===== src/rtl/pwm4_pkg.sv =====
package pwm4_pkg;
  localparam int unsigned SRC_W = 4;
  localparam int unsigned TICK_W = 1 << SRC_W;

  // mode word bit positions
  localparam int unsigned MB_ALIGN = 8;
  localparam int unsigned MB_START = 9;
  localparam int unsigned MB_PAIR  = 10;

  typedef struct packed {
    logic             pair_inv;
    logic             start_hi;
    logic             centre;
    logic [SRC_W-1:0] src;
  } chan_cfg_t;

  typedef enum logic [1:0] {
    SEL_CTL  = 2'd0,
    SEL_MODE = 2'd1,
    SEL_PER  = 2'd2,
    SEL_DUTY = 2'd3
  } reg_sel_e;
endpackage


===== src/rtl/pwm_regs.sv =====
module pwm_regs
  import pwm4_pkg::*;
#(
  parameter int NUM_CH = 4,
  parameter int CNT_W  = 16,
  parameter int DATA_W = 16,
  parameter int CH_W   = 2
) (
  input  logic                          clk_i,
  input  logic                          rst_n,
  input  logic                          wr_en_i,
  input  logic [CH_W+1:0]               wr_addr_i,
  input  logic [DATA_W-1:0]             wr_data_i,
  output logic [NUM_CH-1:0]             en_q,
  output chan_cfg_t [NUM_CH-1:0]        cfg_q,
  output logic [NUM_CH-1:0][CNT_W-1:0]  per_q,
  output logic [NUM_CH-1:0][CNT_W-1:0]  duty_q,
  output logic                          err_q
);
  logic [NUM_CH-1:0]            en_d;
  chan_cfg_t [NUM_CH-1:0]       cfg_d;
  logic [NUM_CH-1:0][CNT_W-1:0] per_d;
  logic [NUM_CH-1:0][CNT_W-1:0] duty_d;
  logic                         err_d;
  reg_sel_e                     sel;
  logic [CH_W-1:0]              ch_idx;

  assign sel    = reg_sel_e'(wr_addr_i[CH_W+1:CH_W]);
  assign ch_idx = wr_addr_i[CH_W-1:0];

  always_comb begin
    en_d   = en_q;
    cfg_d  = cfg_q;
    per_d  = per_q;
    duty_d = duty_q;
    err_d  = err_q;
    if (wr_en_i) begin
      unique case (sel)
        SEL_CTL: begin
          if (ch_idx == CH_W'(0))      en_d = en_q | wr_data_i[NUM_CH-1:0];
          else if (ch_idx == CH_W'(1)) en_d = en_q & ~wr_data_i[NUM_CH-1:0];
        end
        SEL_MODE: begin
          if (en_q[ch_idx]) begin
            err_d = 1'b1;
          end else begin
            cfg_d[ch_idx].src      = wr_data_i[SRC_W-1:0];
            cfg_d[ch_idx].centre   = wr_data_i[MB_ALIGN];
            cfg_d[ch_idx].start_hi = wr_data_i[MB_START];
            cfg_d[ch_idx].pair_inv = wr_data_i[MB_PAIR];
          end
        end
        SEL_PER:  per_d[ch_idx]  = wr_data_i[CNT_W-1:0];
        SEL_DUTY: duty_d[ch_idx] = wr_data_i[CNT_W-1:0];
        default: ;
      endcase
    end
  end

  always_ff @(posedge clk_i or negedge rst_n) begin
    if (!rst_n) begin
      en_q   <= '0;
      cfg_q  <= '0;
      per_q  <= '0;
      duty_q <= '0;
      err_q  <= 1'b0;
    end else if (wr_en_i) begin
      en_q   <= en_d;
      cfg_q  <= cfg_d;
      per_q  <= per_d;
      duty_q <= duty_d;
      err_q  <= err_d;
    end
  end
endmodule


===== src/rtl/pwm_chan.sv =====
module pwm_chan
  import pwm4_pkg::*;
#(
  parameter int CNT_W = 16
) (
  input  logic              clk_i,
  input  logic              rst_n,
  input  logic              en_i,
  input  chan_cfg_t         cfg_i,
  input  logic [CNT_W-1:0]  period_i,
  input  logic [CNT_W-1:0]  duty_i,
  input  logic [TICK_W-1:0] tick_i,
  output logic              line_a_o,
  output logic              line_b_o,
  output logic [CNT_W-1:0]  cnt_o
);
  logic [CNT_W-1:0] cnt_q, cnt_d;
  logic             down_q, down_d;
  logic             step;
  logic             active;
  logic             level;

  assign step = tick_i[cfg_i.src];

  always_comb begin
    cnt_d  = cnt_q;
    down_d = down_q;
    if (!en_i || period_i == '0) begin
      cnt_d  = '0;
      down_d = 1'b0;
    end else if (step) begin
      if (!cfg_i.centre) begin
        down_d = 1'b0;
        cnt_d  = (cnt_q >= period_i - CNT_W'(1)) ? '0 : cnt_q + CNT_W'(1);
      end else if (!down_q) begin
        if (cnt_q >= period_i) begin
          down_d = 1'b1;
          cnt_d  = cnt_q - CNT_W'(1);
        end else begin
          cnt_d  = cnt_q + CNT_W'(1);
        end
      end else if (cnt_q == '0) begin
        down_d = 1'b0;
        cnt_d  = CNT_W'(1);
      end else begin
        cnt_d  = cnt_q - CNT_W'(1);
      end
    end
  end

  always_ff @(posedge clk_i or negedge rst_n) begin
    if (!rst_n) begin
      cnt_q  <= '0;
      down_q <= 1'b0;
    end else begin
      cnt_q  <= cnt_d;
      down_q <= down_d;
    end
  end

  // duty 0 never active; duty at or above the period always active
  assign active   = (duty_i != '0) && ((duty_i >= period_i) || (cnt_q < duty_i));
  assign level    = cfg_i.start_hi ? active : ~active;
  assign line_a_o = en_i ? level : ~cfg_i.start_hi;
  assign line_b_o = en_i ? (level ^ cfg_i.pair_inv) : ~cfg_i.start_hi;
  assign cnt_o    = cnt_q;
endmodule


===== src/rtl/pwm4_gen.sv =====
module pwm4_gen
  import pwm4_pkg::*;
#(
  parameter int NUM_CH = 4,
  parameter int CNT_W  = 16,
  parameter int DATA_W = 16,
  localparam int CH_W   = $clog2(NUM_CH),
  localparam int ADDR_W = CH_W + 2
) (
  input  logic              clk_i,
  input  logic              rst_n_i,
  input  logic              wr_en_i,
  input  logic [ADDR_W-1:0] wr_addr_i,
  input  logic [DATA_W-1:0] wr_data_i,
  input  logic [TICK_W-1:0] tick_i,
  output logic [NUM_CH-1:0] pwm_a_o,
  output logic [NUM_CH-1:0] pwm_b_o,
  output logic [NUM_CH-1:0] en_o,
  output logic              mode_err_o
);
  logic [1:0]                   rst_sync_q;
  logic                         rst_n_int;
  logic [NUM_CH-1:0]            en_q;
  chan_cfg_t [NUM_CH-1:0]       cfg_q;
  logic [NUM_CH-1:0][CNT_W-1:0] per_q;
  logic [NUM_CH-1:0][CNT_W-1:0] duty_q;
  logic [NUM_CH-1:0][CNT_W-1:0] cnt_all;

  always_ff @(posedge clk_i or negedge rst_n_i) begin
    if (!rst_n_i) rst_sync_q <= 2'b00;
    else          rst_sync_q <= {rst_sync_q[0], 1'b1};
  end
  assign rst_n_int = rst_sync_q[1];

  pwm_regs #(
    .NUM_CH (NUM_CH),
    .CNT_W  (CNT_W),
    .DATA_W (DATA_W),
    .CH_W   (CH_W)
  ) u_regs (
    .clk_i     (clk_i),
    .rst_n     (rst_n_int),
    .wr_en_i   (wr_en_i),
    .wr_addr_i (wr_addr_i),
    .wr_data_i (wr_data_i),
    .en_q      (en_q),
    .cfg_q     (cfg_q),
    .per_q     (per_q),
    .duty_q    (duty_q),
    .err_q     (mode_err_o)
  );

  for (genvar i = 0; i < NUM_CH; i++) begin : g_chan
    pwm_chan #(.CNT_W(CNT_W)) u_chan (
      .clk_i    (clk_i),
      .rst_n    (rst_n_int),
      .en_i     (en_q[i]),
      .cfg_i    (cfg_q[i]),
      .period_i (per_q[i]),
      .duty_i   (duty_q[i]),
      .tick_i   (tick_i),
      .line_a_o (pwm_a_o[i]),
      .line_b_o (pwm_b_o[i]),
      .cnt_o    (cnt_all[i])
    );
  end

  assign en_o = en_q;
endmodule


===== config.mk =====
export PLATFORM = sky130hd
export DESIGN_NAME = pwm4_gen
export DESIGN_NICKNAME = d
export VERILOG_FILES = /design/src/rtl/pwm4_pkg.sv /design/src/rtl/pwm_regs.sv /design/src/rtl/pwm_chan.sv /design/src/rtl/pwm4_gen.sv
export SDC_FILE = /design/constraint.sdc
export NUM_CORES = 1
export LEC_CHECK = 0
export ABC_CLOCK_PERIOD_IN_PS = 17200
export BUFFER_PORTS_ARGS = -buffer_cell sky130_fd_sc_hd__buf_2
export CORE_MARGIN = 3
export CORE_UTILIZATION = 55
export DETAILED_ROUTE_END_ITERATION = 7
export PLACE_DENSITY = 0.72
export SLEW_MARGIN = 20
export SYNTH_ARGS = -nofsm -noshare
export SYNTH_HDL_FRONTEND = slang
export SYNTH_SLANG_ARGS = --single-unit

===== constraint.sdc =====
create_clock -name clk_i -period 17.2 [get_ports clk_i]
set_input_delay 2.58 -clock clk_i [delete_from_list [all_inputs] [get_ports clk_i]]
set_output_delay 2.58 -clock clk_i [all_outputs]
set_load 0.05 [all_outputs]

; ---- Word level (Yosys, flattened, before mapping)
; Cells that the tools add are included.
[word_totals]
register_bits = 231
latch_bits = 0
mem_bits_rw = 0
romBits = 0
inputBits = 39
output_inout_bits = 13
word_cells = 222
mem_count = 0
[classes]
add_sub_neg = 12
mul = 0
div = 0
n_lt_le_gt_ge = 22
eq_ne = 4
shift = 0
muxes = 92
bitwise = 16
n_reduce_logical = 41
[ops]
columns = op, count
row1 = 2-to-1 mux 16 bit, 29
row2 = >= comparator 16 bit, 12
row3 = bitwise mux 64 bit, 2
row4 = zero test 16 bit, 8
row5 = "subtractor 16 x 1 -> 16 bit, second input constant", 8
row6 = bitwise mux 28 bit, 4
row7 = "adder 16 x 1 -> 16 bit, second input constant", 4
row8 = less-than comparator 16 bit, 4
row9 = nonzero test 16 bit, 4
row10 = demux 7 bit (select 2 bit), 4
row11 = 2-to-1 mux 1 bit, 41
row12 = demux 16 bit (select 2 bit), 1
row13 = "less-than comparator 4 x 5 -> 1 bit, second input constant", 4
row14 = binary-select mux 1 bit (select 4 bit), 4
row15 = 2-to-1 mux 4 bit, 3
row16 = nonzero test 2 bit, 5
row17 = NOT 1 bit, 9
row18 = AND reduction 3 bit, 3
row19 = logical OR 1 bit, 8
row20 = 2-to-1 mux 7 bit, 1
row21 = 2-to-1 mux 6 bit, 1
row22 = logical AND 1 bit, 5
row23 = 2-to-1 mux 5 bit, 1
row24 = AND 4 bit, 1
row25 = 11 further kinds, 21

; ---- Logic depth before layout (Yosys ltp)
[depth]
ltp_word = 8
depth_mapped = 17
mapped_depth_nobuf = 16

; ---- Cells and area by module
; Synthesis repeated with hierarchy kept, for this count alone.
[unflattened]
hier_cells = 2073
hier_area_um2 = 19801.5
[modules_own_cells]
columns = module, n_inst, cells_per_inst, area_per_inst_um2
row1 = pwm_chan (g_chan[0].u_chan ...), 3, 426, 3412.0
row2 = pwm_regs, 1, 369, 6159.7
row3 = pwm_chan (g_chan[1].u_chan), 1, 423, 3352.0
row4 = pwm4_gen, 1, 3, 53.8

; ---- Worst setup path after synthesis
; Ideal clock, no wire load.
[synth_path]
kind = reg2out
start = reg u_regs.duty_q[5] (netlist name)
end = out pwm_b_o[0]
t_arrival_ns = 2.649
path_slack_ns = 11.971
stages_incl_launch_ff = 11
path_buffers = 1
cell_sequence = dfrtp_1 > ha_1 > a21o_1 > a21oi_1 > o221a_2 > a221oi_1 > nor4b_1 > mux2_2 > a211o_1 > nor2_1 > buf_4
[synth_via]
elab_chain_cells = 7
[synth_rtl]
columns = item, line_no
row1 = from (decl), pwm_regs.sv:17  ; output logic [NUM_CH-1:0][CNT_W-1:0] duty_q,
row2 = from (signal assigned), pwm_regs.sv:71  ; duty_q <= duty_d;
row3 = >= comparator 16 bit or less-than comparator 16 bit (tied branches), pwm_chan.sv:62  ; assign active = (duty_i != '0) && ((duty_i >= period_i) || (cnt_q < duty_i));
row4 = logical OR 1 bit, pwm_chan.sv:62
row5 = logical AND 1 bit *, pwm_chan.sv:62
row6 = NOT 1 bit, pwm_chan.sv:63  ; assign level = cfg_i.start_hi ? active : ~active;
row7 = 2-to-1 mux 1 bit *, pwm_chan.sv:63
row8 = XOR 1 bit *, pwm_chan.sv:65  ; assign line_b_o = en_i ? (level ^ cfg_i.pair_inv) : ~cfg_i.start_hi;
row9 = 2-to-1 mux 1 bit *, pwm_chan.sv:65
row10 = to (decl), pwm4_gen.sv:17  ; output logic [NUM_CH-1:0] pwm_b_o,
; Every way passes the cells marked *; elsewhere a longest branch is shown, timed or not.

; ---- Worst setup path after layout
[layout_path]
start = reg g_chan[0].u_chan.cnt_q[5]
end = out pwm_b_o[0]
[layout_via]
elab_chain_cells = 7
[layout_rtl]
columns = item, line_no
row1 = from (decl), pwm_chan.sv:17  ; logic [CNT_W-1:0] cnt_q, cnt_d;
row2 = from (signal assigned), pwm_chan.sv:56  ; cnt_q <= cnt_d;
row3 = less-than comparator 16 bit *, pwm_chan.sv:62
row4 = logical OR 1 bit *, pwm_chan.sv:62
row5 = logical AND 1 bit *, pwm_chan.sv:62
row6 = NOT 1 bit, pwm_chan.sv:63
row7 = 2-to-1 mux 1 bit *, pwm_chan.sv:63
row8 = XOR 1 bit *, pwm_chan.sv:65
row9 = 2-to-1 mux 1 bit *, pwm_chan.sv:65
; Marks and branches as above.

==> impl_metrics.ini <==
[run_status]
status = finished, final reports clean

[routing]
avgViaCountPerCell = 6.432
first_iter_violations = 1292
drc = 0
post_drt_wl_per_cell_um = 20.42
drt_first_pass_iters = 5
vias = 17320
drtAntennaViolNets = 0
drt_wl_total_um = 54980

[power_and_ir_drop]
p_switching_w = 0.0009339
p_clk_share_pct = 26.8
vdd_drop_max_mv = 0.1025
p_leak_nw = 9.599
swShare_pct = 40.64
combPwrFrac_pct = 39.4
power_density_nw_per_um2 = 110.4
seq_power_share_pct = 33.8
p_int_w = 0.001364
power_w = 0.002298

[clocking]
hold_buffers = 0
cts_sinks = 231
cts_buffers = 28
path_clk_slew_ps = 60
postCtsSetupBuffers = 0
cts.repair.resized = 0
htree_num_levels = 1
clk_latency_ps = 580
cts_tree = done
root_buffer = clkbuf_16
cts_buffer_depth = 3

[placement]
gp_congestion = 0.9146
hpwl_um = 40390
placedCellCount = 2643
post-place-ws_ps = 11400
numPortBuffers = 51

[worst_setup_path]
r2r_cells = 16
critPathArrivalTime_ps = 3900
crit_slowest_cell = nor4b_1
criticalPathCategory = reg -> out
crit_required_ps = 14620
cp.depth = 10
critPathMaxStageDelay_ps = 740
cp-end-kind = output port
worst-path-buf-inv = 1
crit_path_start_kind = register
path_max_fanout = 12
path_cells = ha_1 > and4_1 > o21ai_0 > o211ai_1 > a21oi_1 > nor4b_1 > mux2_2 > a211o_1 > nor2_1 > buf_2
critPathTopFamily = simple AND/OR/NAND/NOR gates

[sta]
slew_headroom_pct = 29.02
rsz0062_at_grt = false
min_period_ps = 6477
fin_setup_tns_ps = 0
hold_viol_final = 0
fin_crit_sh_pct = 37.66
finalSetupViolations = 0
worst_slack_ps = 10720
fin_skew_ps = 25.46
final_max_slew_viol_count = 0
tightest_slew_ps = 1061
fmax_mhz = 154.4

[floorplan]
ios = 52
core-area_um2 = 34630
rows = 68
die_w_um = 193.8
dieArea_um2 = 37550
dieHeight_um = 193.8
start_util_pct = 56.01

[logic_synthesis]
synth_area_leader_cell = dfrtp_1
synth_ff_type = dfrtp_1
synthDistinctLibCells = 89
synth-seq-area-share_pct = 29.80
synth_enable_flop_cells = 0
yosysWarnings = 0
synth.top_cell.area_share_pct = 29.80
syn_area_per_cell_um2 = 8.705
synth_area_leaders = dfrtp_1 (30%), ha_1 (17%), o21ai_0 (5.2%)
synth_cells = 2228
syn-num-nets = 2535
ys_seq_elements = 231
syn_area_um2 = 19390
async_flop_share_pct = 100.0

[cells_and_area]
area_growth_syn_to_layout_pct = 7.335
antenna_cells = 0
drive_above_1_share_pct = 10.14
fin_nets = 2525
final_cell_count_no_fill = 2693

[grt]
overflow = 0
track_usage_pct = 28.59
grt_pass1_vias = 16950
grt_max_degree = 77
antenna_found_initial = 4
grt_pass1_wl_um = 89070

[worst_hold_path]
min-delay-path-class = reg -> async

[job]
max_cap_viol_count = 0
[synth_stat cells, types with 10 or more instances]
cell	instances
a211o_1	12
a211oi_1	22
a21o_1	38
a21oi_1	106
a22o_1	14
a31oi_1	19
and2_1	12
and3_1	30
and4_1	12
buf_4	12
clkbuf_1	75
dfrtp_1	231
ha_1	268
inv_1	169
mux2_2	62
mux2i_1	19
mux4_2	11
nand2_1	235
nand2b_1	16
nand3_1	70
nand4_1	35
nor2_1	108
nor2b_1	12
nor3_1	62
nor3b_1	11
nor4_1	44
o211ai_1	10
o21a_1	24
o21ai_0	203
o22ai_1	14
o31ai_1	14
or2_2	12
or3_1	18
xnor2_1	66
xor2_1	12
[registers in the layout (all words and copies together), names as in the netlist, named ones only]
name / cells
u_regs.cfg_q: 28
u_regs.err_q: 1
u_regs.per_q: 64
g_chan.u_chan.down_q: 4
g_chan.u_chan.cnt_o: 64
u_regs.duty_q: 64
rst_sync_q: 2
[path summary, 6_finish.rpt]
| check | from | end | slack (ps) |
|---|---|---|---|
| max reg2reg | u_regs.per_q[33]$_DFFE_PN0P_ | g_chan[2].u_chan.cnt_o[9]$_DFFE_PN0P_ | 12790 |
| max | g_chan[0].u_chan.cnt_o[5]$_DFFE_PN0P_ | pwm_b_o[0] | 10720 |
| min in group clk_i | rst_sync_q[0]$_DFF_PN0_ | rst_sync_q[1]$_DFF_PN0_ | 350 |
| min | rst_sync_q[1]$_DFF_PN0_ | u_regs.cfg_q[19]$_DFFE_PN0P_ | 260 |
| max in group asynchronous | rst_sync_q[1]$_DFF_PN0_ | u_regs.duty_q[56]$_DFFE_PN0P_ | 14700 |
| min reg2reg | rst_sync_q[1]$_DFF_PN0_ | u_regs.cfg_q[19]$_DFFE_PN0P_ | 260 |
[layer usage]
metal | vias up | global-route usage (%) | wire (um)
met4 | 8 | 10.13 | 2090
met3 | 136 | 4.483 | 3639
met5 | - | 0 | 60
met2 | 628 | 46.81 | 25170
li1 | 8144 | - | -
met1 | 8406 | 38.67 | 24020
[metrics by stage]
stage                     utilization (%)  area [um2]  hold slack, ps
after floorplan                         -       19390           331.2
after global placement              57.34       19860           277.1
after detailed placement            57.34       19860           275.9
after CTS                           60.04       20790           280.3
after global routing                60.12       20820           299.2
final                               60.12       20820           257.6
[kinds of logic (layout without fill, tap and decap cells)]
group                    Yosys count  in the layout  synth area share [%]
AND/OR/NAND/NOR                  715            715                 18.55
XOR/XNOR                          78             78                 3.522
buffers and inverters            268            278                 5.548
other                              1              1               0.01934
adder cells (fa/ha/maj)          268            268                 17.29
AO/OA/AOI/OAI                    571            571                 18.86
flip-flops                       231            231                 29.80
multiplexers                      96             96                 6.400
[power by group through the flow]
stage,Combinational (W),Clock [W],Sequential [W]
6_report,0.000905,0.000616,0.000777
3_5_place_dp,0.000889,0,0.000783
4_1_cts,0.000897,0.000624,0.000775
3_3_place_gp,0.000854,0,0.000778
2_1_floorplan,0.000695,0,0.000746
5_1_grt,0.00102,0.000642,0.000792
[cell type report]
| cell class | instances | area, um2 |
|---|---|---|
| Inverter | 170 | 638.1 |
| Clock buffer | 33 | 749.5 |
| Fill cell | 3009 | 13810 |
| Sequential cell | 231 | 5784 |
| Tap cell | 455 | 569.3 |
| Clock inverter | 17 | 186.4 |
| Timing Repair Buffer | 58 | 307.8 |
| Multi-Input combinational cell | 1729 | 12580 |
[layout by cell type, fill, tap and decap left out, types with 14 or more instances in the layout]
cell       instances
a211oi_1          22
a21o_1            38
a21oi_1          106
a22o_1            14
a31oi_1           19
and3_1            30
buf_2             51
clkbuf_16         28
dfrtp_1          230
ha_1             268
inv_1            169
mux2_2            62
mux2i_1           19
nand2_1          235
nand2b_1          16
nand3_1           70
nand4_1           35
nor2_1           103
nor3_1            62
nor4_1            43
o21a_1            24
o21ai_0          203
o22ai_1           14
o31ai_1           14
or3_1             18
xnor2_1           66
No activity file was read; power rests on OpenSTA's default activity.
